`src/rtl/brtab_pkg.sv`:
```
package brtab_pkg;
    localparam int BRTAB_DEF_ENTRIES = 4;
    localparam int BRTAB_DEF_TAG_W   = 4;
    localparam int BRTAB_DEF_ADDR_W  = 8;

    // What one predicate broadcast does to the station in a cycle
    typedef enum logic [2:0] {
        PACT_NONE,
        PACT_INSERT,
        PACT_KEEP,
        PACT_CLEAR,
        PACT_REBCAST,
        PACT_OVERFLOW
    } pred_act_e;
endpackage

```
`src/rtl/brtab_match.sv`:
```
module brtab_match #(
    parameter int ENTRIES = brtab_pkg::BRTAB_DEF_ENTRIES,
    parameter int TAG_W   = brtab_pkg::BRTAB_DEF_TAG_W
) (
    input  logic [ENTRIES-1:0]            vld,
    input  logic [ENTRIES-1:0][TAG_W-1:0] tags,
    input  logic [TAG_W-1:0]              cmp_tag,
    output logic [ENTRIES-1:0]            hit
);
    for (genvar g = 0; g < ENTRIES; g++) begin : g_cmp
        assign hit[g] = vld[g] && (tags[g] == cmp_tag);
    end
endmodule

```
`src/rtl/brtab_alloc.sv`:
```
module brtab_alloc #(
    parameter int ENTRIES = brtab_pkg::BRTAB_DEF_ENTRIES
) (
    input  logic [ENTRIES-1:0] vld,
    output logic [ENTRIES-1:0] grant,
    output logic               any_free
);
    logic [ENTRIES-1:0] free;
    logic [ENTRIES:0]   seen;

    assign free    = ~vld;
    assign seen[0] = 1'b0;
    for (genvar g = 0; g < ENTRIES; g++) begin : g_pick
        assign grant[g]  = free[g] && !seen[g];
        assign seen[g+1] = seen[g] || free[g];
    end
    assign any_free = seen[ENTRIES];
endmodule

```
`src/rtl/brtab_pred_unit.sv`:
```
module brtab_pred_unit #(
    parameter int ENTRIES = brtab_pkg::BRTAB_DEF_ENTRIES,
    parameter int TAG_W   = brtab_pkg::BRTAB_DEF_TAG_W,
    parameter int ADDR_W  = brtab_pkg::BRTAB_DEF_ADDR_W
) (
    input  logic              clk,
    input  logic              rst_n,
    input  logic              load_i,
    input  logic [TAG_W-1:0]  load_tag_i,
    input  logic [ADDR_W-1:0] load_addr_i,
    input  logic              pred_valid_i,
    input  logic [TAG_W-1:0]  pred_tag_i,
    input  logic              pred_taken_i,
    input  logic [ADDR_W-1:0] pred_target_i,
    input  logic              cancel_valid_i,
    input  logic [TAG_W-1:0]  cancel_tag_i,
    output logic              enable_o,
    output logic              overflow_o,
    output logic              cancel_req_o,
    output logic [TAG_W-1:0]  cancel_tag_o
);
    import brtab_pkg::*;

    typedef struct packed {
        logic [ENTRIES-1:0]            vld;
        logic [ENTRIES-1:0][TAG_W-1:0] tags;
        logic                          ovf;
        logic [TAG_W-1:0]              own_tag;
        logic [ADDR_W-1:0]             own_addr;
        logic                          creq;
        logic [TAG_W-1:0]              ctag;
    } state_t;

    state_t st_q, st_d;

    logic [ENTRIES-1:0] cancel_hit;
    logic [ENTRIES-1:0] vld_after_cancel;
    logic [ENTRIES-1:0] pred_hit;
    logic [ENTRIES-1:0] pred_hit_raw;
    logic [ENTRIES-1:0] grant;
    logic               any_free;
    logic               older;
    logic               tgt_match;
    pred_act_e          act;

    brtab_match #(.ENTRIES(ENTRIES), .TAG_W(TAG_W)) u_cancel_match (
        .vld     (st_q.vld),
        .tags    (st_q.tags),
        .cmp_tag (cancel_tag_i),
        .hit     (cancel_hit)
    );

    assign vld_after_cancel = cancel_valid_i ? (st_q.vld & ~cancel_hit) : st_q.vld;

    brtab_match #(.ENTRIES(ENTRIES), .TAG_W(TAG_W)) u_pred_match (
        .vld     (vld_after_cancel),
        .tags    (st_q.tags),
        .cmp_tag (pred_tag_i),
        .hit     (pred_hit)
    );

    brtab_match #(.ENTRIES(ENTRIES), .TAG_W(TAG_W)) u_dup_probe (
        .vld     (st_q.vld),
        .tags    (st_q.tags),
        .cmp_tag (pred_tag_i),
        .hit     (pred_hit_raw)
    );

    brtab_alloc #(.ENTRIES(ENTRIES)) u_alloc (
        .vld      (vld_after_cancel),
        .grant    (grant),
        .any_free (any_free)
    );

    assign older     = pred_tag_i < st_q.own_tag;
    assign tgt_match = pred_target_i == st_q.own_addr;

    always_comb begin
        act = PACT_NONE;
        if (pred_valid_i && older) begin
            if (tgt_match) begin
                act = pred_taken_i ? PACT_REBCAST : PACT_NONE;
            end else if (pred_taken_i) begin
                if (|pred_hit)     act = PACT_KEEP;
                else if (any_free) act = PACT_INSERT;
                else               act = PACT_OVERFLOW;
            end else begin
                act = PACT_CLEAR;
            end
        end
    end

    always_comb begin
        st_d      = st_q;
        st_d.creq = 1'b0;
        if (load_i) begin
            st_d.vld      = '0;
            st_d.ovf      = 1'b0;
            st_d.own_tag  = load_tag_i;
            st_d.own_addr = load_addr_i;
        end else begin
            st_d.vld = vld_after_cancel;
            unique case (act)
                PACT_INSERT: begin
                    for (int i = 0; i < ENTRIES; i++) begin
                        if (grant[i]) begin
                            st_d.vld[i]  = 1'b1;
                            st_d.tags[i] = pred_tag_i;
                        end
                    end
                end
                PACT_CLEAR:    st_d.vld  = vld_after_cancel & ~pred_hit;
                PACT_OVERFLOW: st_d.ovf  = 1'b1;
                PACT_REBCAST: begin
                    st_d.creq = 1'b1;
                    st_d.ctag = pred_tag_i;
                end
                default: ;
            endcase
        end
    end

    always_ff @(posedge clk) begin
        if (!rst_n) begin
            st_q <= '0;
        end else begin
            st_q <= st_d;
        end
    end

    assign enable_o     = ~(|st_q.vld) && !st_q.ovf;
    assign overflow_o   = st_q.ovf;
    assign cancel_req_o = st_q.creq;
    assign cancel_tag_o = st_q.ctag;

    AST_LOAD_EMPTIES: assert property (@(posedge clk) disable iff (!rst_n)
        load_i |=> (enable_o && !overflow_o && !cancel_req_o));

    AST_YOUNGER_IGNORED: assert property (@(posedge clk) disable iff (!rst_n)
        (pred_valid_i && (pred_tag_i >= st_q.own_tag) && !load_i && !cancel_valid_i)
        |=> ($stable(st_q.vld) && !cancel_req_o));

    AST_NO_DUP_TAG: assert property (@(posedge clk) disable iff (!rst_n)
        $onehot0(pred_hit_raw));

    AST_TARGET_NO_INSERT: assert property (@(posedge clk) disable iff (!rst_n)
        (pred_valid_i && older && tgt_match && !load_i && !cancel_valid_i)
        |=> $stable(st_q.vld));

    AST_REQ_HAS_CAUSE: assert property (@(posedge clk) disable iff (!rst_n)
        cancel_req_o |-> $past(pred_valid_i && pred_taken_i && !load_i));

    AST_OVERFLOW_STICKY: assert property (@(posedge clk) disable iff (!rst_n)
        (overflow_o && !load_i) |=> (overflow_o && !enable_o));
endmodule

```
`config.mk`:
```
export PLATFORM = sky130hd
export DESIGN_NAME = brtab_pred_unit
export DESIGN_NICKNAME = d
export VERILOG_FILES = /design/src/rtl/brtab_pkg.sv /design/src/rtl/brtab_match.sv /design/src/rtl/brtab_alloc.sv /design/src/rtl/brtab_pred_unit.sv
export SDC_FILE = /design/constraint.sdc
export NUM_CORES = 1
export LEC_CHECK = 0
export BUFFER_PORTS_ARGS = -buffer_cell sky130_fd_sc_hd__buf_2
export CORE_UTILIZATION = 55
export DETAILED_ROUTE_END_ITERATION = 6
export HOLD_SLACK_MARGIN = 0.06
export PLACE_DENSITY = 0.91
export SLEW_MARGIN = 25
export SYNTH_ARGS = -nofsm -noshare
export SYNTH_HDL_FRONTEND = slang
export SYNTH_HIERARCHICAL = 1
export SYNTH_SLANG_ARGS = --single-unit
```
`constraint.sdc`:
```
create_clock -name clk -period 2.75 [get_ports clk]
set_input_delay 0.55 -clock clk [delete_from_list [all_inputs] [get_ports clk]]
set_output_delay 0.55 -clock clk [all_outputs]
set_load 0.005 [all_outputs]
```
Word level (Yosys, flattened, before mapping). Index checks and enable logic that the tools add are counted.

Output and inout port bits: 7. Register bits: 38. Logic and storage cells: 73.

Magnitude comparators: 1. Reductions and logical operators: 28. Muxes and demuxes: 13. Bitwise logic cells: 8. Eq/ne operators: 13.

Operator list (count): 4-bit equality test (8); 3-bit 2-to-1 mux (6); 1-bit logical AND (13); 4-bit inverter (3); 3-bit AND reduction (4); 4-bit bitwise AND (2); 8-bit equality test (1); 4-bit one-hot mux with 2 select lines (1); 4-bit OR reduction (2); 3-bit equality test, second input constant (2); 5-bit 2-to-1 mux (1); 1-bit zero test (4); 4-bit less-than comparator (1); 1-bit 2-to-1 mux (4); 4-bit 2-to-1 mux (1); 3-bit by 1-bit equality test with 1-bit output, second input constant (1); 3-bit by 2-bit equality test with 1-bit output, second input constant (1); 1-bit logical OR (3); 1-bit inverter (3); 2-bit AND reduction (1); 2-bit OR reduction (1).

Logic depth before layout (Yosys ltp).
Depth in word-level cells: 16. Mapped depth: 12. Depth with buffers taken out: 11.

Hierarchy. The synthesis kept the hierarchy.

Modules (own cells, without submodules): brtab_pred_unit (instances 1, sequential area each 760.7 um^2, cells each 182, area each 1804.2 um^2); brtab_match (instances 2, sequential area each 0.0 um^2, cells each 29, area each 205.2 um^2); brtab_alloc (instances 1, sequential area each 0.0 um^2, cells each 5, area each 36.3 um^2).

Least setup slack after synthesis. OpenSTA, ideal clock, no wires.

Kind: in2reg. From: in cancel_tag_i[1]. To: reg st_q[30] (netlist bit). Arrival: 2437 ps. Setup time: 72 ps. Data required time: 2678 ps. Slack: 242 ps. Cell stages on the path: 12. Cell sequence: inv_2 a22o_1 nor3_2 a21boi_0 o21ai_0 nor3_2 nor4_1 and2_1 buf_1 nand3_1 nor3_2 mux2i_1.

Elaborated cells between the ends (all ways): 29.

RTL lines: from (decl) (line brtab_pred_unit.sv:16) `input logic [TAG_W-1:0] cancel_tag_i,`; 4-bit equality test (line brtab_match.sv:11) `assign hit[g] = vld[g] && (tags[g] == cmp_tag);`; 1-bit logical AND (line brtab_match.sv:11); net cancel_hit[1] (line brtab_pred_unit.sv:36) `logic [ENTRIES-1:0] cancel_hit;`; 4-bit inverter (line brtab_pred_unit.sv:53) `assign vld_after_cancel = cancel_valid_i ? (st_q.vld & ~cancel_hit) : st_q.vld;`; 4-bit bitwise AND (line brtab_pred_unit.sv:53); 4-bit 2-to-1 mux (line brtab_pred_unit.sv:53); net vld_after_cancel[1] (line brtab_pred_unit.sv:37) `logic [ENTRIES-1:0] vld_after_cancel;`; 1-bit logical AND (line brtab_match.sv:11); net pred_hit[1] (line brtab_pred_unit.sv:38) `logic [ENTRIES-1:0] pred_hit;`; 4-bit OR reduction (line brtab_pred_unit.sv:84) `if (|pred_hit) act = PACT_KEEP;`; 3-bit 2-to-1 mux (line brtab_pred_unit.sv:84); 3-bit 2-to-1 mux (line brtab_pred_unit.sv:83) `end else if (pred_taken_i) begin`; 3-bit 2-to-1 mux (line brtab_pred_unit.sv:81) `if (tgt_match) begin`; 3-bit 2-to-1 mux (line brtab_pred_unit.sv:80) `if (pred_valid_i && older) begin`; 3-bit by 1-bit equality test with 1-bit output (line brtab_pred_unit.sv:103) `unique case (act)`; 3-bit AND reduction (no source line); to (signal assigned) (line brtab_pred_unit.sv:127) `st_q <= st_d;`; to (decl) (line brtab_pred_unit.sv:34) `state_t st_q, st_d;`.

The timed path passes the listed nets, and every way through them passes these cells. A chain may end at the register's enable or synchronous reset.

Worst setup path in the final report.
From: reg st_q[20] (netlist bit). To: reg st_q[31] (netlist bit).

Elaborated cells between the ends (all ways): 21.

RTL lines (line): 4-bit equality test (brtab_match.sv:11); 1-bit logical AND (brtab_match.sv:11); net cancel_hit[0] (brtab_pred_unit.sv:36); 4-bit inverter (brtab_pred_unit.sv:53); 4-bit bitwise AND (brtab_pred_unit.sv:53); 4-bit 2-to-1 mux (brtab_pred_unit.sv:53); net vld_after_cancel[0] (brtab_pred_unit.sv:37); 1-bit logical AND (brtab_match.sv:11); net pred_hit[0] (brtab_pred_unit.sv:38); 4-bit OR reduction (brtab_pred_unit.sv:84); 3-bit 2-to-1 mux (brtab_pred_unit.sv:84); 3-bit 2-to-1 mux (brtab_pred_unit.sv:83); 3-bit 2-to-1 mux (brtab_pred_unit.sv:81); 3-bit 2-to-1 mux (brtab_pred_unit.sv:80); 3-bit by 1-bit equality test with 1-bit output (brtab_pred_unit.sv:103); 3-bit AND reduction (no source line).

The timed path passes the listed nets, and every way through them passes these cells.

==> metrics.txt <==
status=finished clean; PortBufs=40; Worst EP arrival=around 2.7 ns; synth unique cells=40; R2R depth=11; Pwr Density=454.3 nW/µm²; DRC Markers=0; initial core utilization=0.5926; CP Class=reg -> reg; Yosys reg bits=38; P_leak=1.001 nW; ANT nets after route=0; Hold WS=0.4569 ns; Min-Delay Path Depth=2; R2R setup slack=between 0.2 and 0.3 ns; CTS Sinks=38; synth warn=6; Tot Pwr=0.001182 W; die span in x=65.98 µm; gr busiest metal=met2; area of the multi-input gates=1366 µm²; hold endpoint=cancel_tag_o[0]$_SDFFE_PN0P_; largest family of logic cells by synthesized area=simple AND/OR/NAND/NOR gates; Reg-to-Reg End=st_q[31]$_SDFFE_PN0P_; WL/cell=~15 µm; Seq/Total Area, Yosys=0.3380; synthesized area per cell=9.187 µm²; Design Area, Final=2601 µm²; clock latency on the worst-skew pair=approximately 0.30 ns; Max-Cap Viols=0; crit-path max FO=6; XOR/XNOR Fraction of Synth Area=0.1089; Final Critical Period=about 2.5 ns; Root Buffer=clkbuf_8; via-per-instance ratio=roughly 5.7; hold_sp=cancel_tag_o[0]$_SDFFE_PN0P_; Mapped Area=2251 µm²; worst path required time=2.98 ns; number of cell rows=22; nature of the critical path startpoint=flip-flop; reg-to-reg critical path startpoint=st_q[20]$_SDFFE_PN0P_; Synth area leader=dfxtp_1; post-synthesis adder-cell area fraction=0.01668; gr usage total=0.2493; number of global-route vias before repair=about 1800; routing usage on met2=0.3903; Synthesized Nets=~280; IO Count=41; DRT iter0 DRCs=~160; dpl ws=-0.05980 ns; total CTS buffers=5; grt ovf=0; Slew @ Worst Pin=0.5160 ns; post-synth top area share=0.3380; Post-DP Area=2486 µm²; Post-synth EDFFs=0; largest cells by area after synthesis=dfxtp_1 34%, mux2i_1 14%, xnor2_1 6.2%; relative slew slack=0.6528; CORE AREA=3799 µm²; Max Clk Rate=401.1 MHz; fillers=283; final count of hold timing violations=0; Max VDD drop=369.8 µV; Final #Nets=322; first-pass GRT wire length=8052 µm; DIE HEIGHT=between 60 and 70 µm; Synth Instances=245; clk_skew=0.004532 ns; RSZ-0062 raised after global routing=no; most frequent cells in the layout=40 x buf_2, 38 x dfxtp_1, 33 x nand2_1; router iterations before antenna repair=4; Final Setup Violations=0; Final WS setup=0.2569 ns; CTS H-tree depth=2; via count=around 1900; die area=4353 µm²; Crit. End Element=flip-flop; layout cell share with drive strength beyond 1=0.2343; commonest non-fill, non-tap cell in the layout=buf_2; Final Max Slew Viols=0; crit share post-route=0.9066; Area Growth Syn to Fin=15.56%; initial antenna violation count=0; hold crit path type=reg -> reg; CTS max path bufs=2; asr flop ratio synth=0; pin count of the biggest net entering global routing=38; Reg clk slew, reported paths=0.07 ns; Synth Area in Compound Gates=0.07449; multiplexer area fraction after synthesis=0.1423; met1 Use GR=0.3096; met3 Track Usage GR=0.05862; gpl congestion=roughly 0.89; Total Neg Setup Slack=0 ns; most used flip-flop cell after synthesis=dfxtp_1; final WL=4915 µm; diodes inserted=0; register area=about 760 µm²; CTS tree=yes; Synth Area in Simple Gates=0.2618; Hold-fix buffers, CTS=0; placed wire-length estimate=3696 µm
registers in the layout (all words and copies together), names as in the netlist:
name and count:
overflow_o 1, cancel_req_o 1, cancel_tag_o 4, st_q 32
cell usage after synthesis (4+ instances only):
master / count
a21boi_0: 4
buf_4: 4
clkbuf_1: 5
dfxtp_1: 38
inv_1: 12
mux2i_1: 32
nand2_1: 33
nand2b_1: 6
nand3_1: 5
nor2b_1: 15
nor4_1: 5
nor4b_1: 5
o2111ai_1: 4
o21ai_0: 4
o22ai_1: 4
xnor2_1: 16
xor2_1: 12
layer usage:
| layer | vias up | share of wire |
|---|---|---|
| li1 | 927 | - |
| met1 | 875 | 0.43 |
| met2 | 75 | 0.47 |
| met3 | 14 | 0.066 |
| met4 | 0 | 0.034 |
| met5 | - | 0 |
how the worst max path moves through the flow:
stage | from | endpoint | slack, ns | cells after the start
6_report | st_q[20]$_SDFFE_PN0P_ | st_q[31]$_SDFFE_PN0P_ | 0.26 | 11
5_1_grt | st_q[20]$_SDFFE_PN0P_ | st_q[31]$_SDFFE_PN0P_ | 0.04 | 11
4_1_cts | st_q[20]$_SDFFE_PN0P_ | st_q[30]$_SDFFE_PN0P_ | 0.21 | 11
3_5_place_dp | cancel_tag_i[0] | st_q[30]$_SDFFE_PN0P_ | -0.06 | 12
3_3_place_gp | cancel_tag_i[0] | st_q[30]$_SDFFE_PN0P_ | 0.12 | 12
2_1_floorplan | cancel_tag_i[1] | st_q[30]$_SDFFE_PN0P_ | 0.24 | 12
worst max-delay path: stages, from the launching register on:
cell and delay [ns]:
dfxtp_1 0.43, xnor2_1 0.15, o21ai_0 0.12, nor3_1 0.12
a21boi_0 0.13, o2111ai_1 0.10, nor3_1 0.10, nor4_1 0.31
and2_1 0.28, nand3_1 0.16, nor3_4 0.29, mux2i_1 0.23
logic make-up after synthesis:
kind of cell,Yosys count
adders and majority gates,3
buffers and inverters,28
xor gates and xnor gates,28
muxes,32
AOI/OAI and AO/OA,22
and+or+nand+nor,94
DFF,38
where the power goes:
part | internal [W] | leakage [nW] | switching [W]
sequential | 0.000562 | 0.309 | 0.00000855
combinational | 0.0000675 | 0.634 | 0.0000800
clock | 0.000267 | 0.0579 | 0.000197
cell type report:
class / count / area share
Inverter: 14 / 0.02020
Sequential cell: 38 / 0.2924
Clock buffer: 5 / 0.02646
Tap cell: 48 / 0.02309
Multi-Input combinational cell: 179 / 0.5253
Timing Repair Buffer: 47 / 0.09716
Clock inverter: 3 / 0.01539
what timing repair did:
item / in CTS / in global routing
gates resized for setup: 0 / 1
buffers inserted: 0 / 0
setup endpoints to repair: 0 / 2
stage by stage:
step / util / cells
global placement: 0.6545 / 326
CTS: 0.6831 / 334
detailed placement: 0.6545 / 326
finish: 0.6848 / 334
floorplan: - / 245
global route: 0.6848 / 334
No activity file was read; power rests on OpenSTA's default activity.
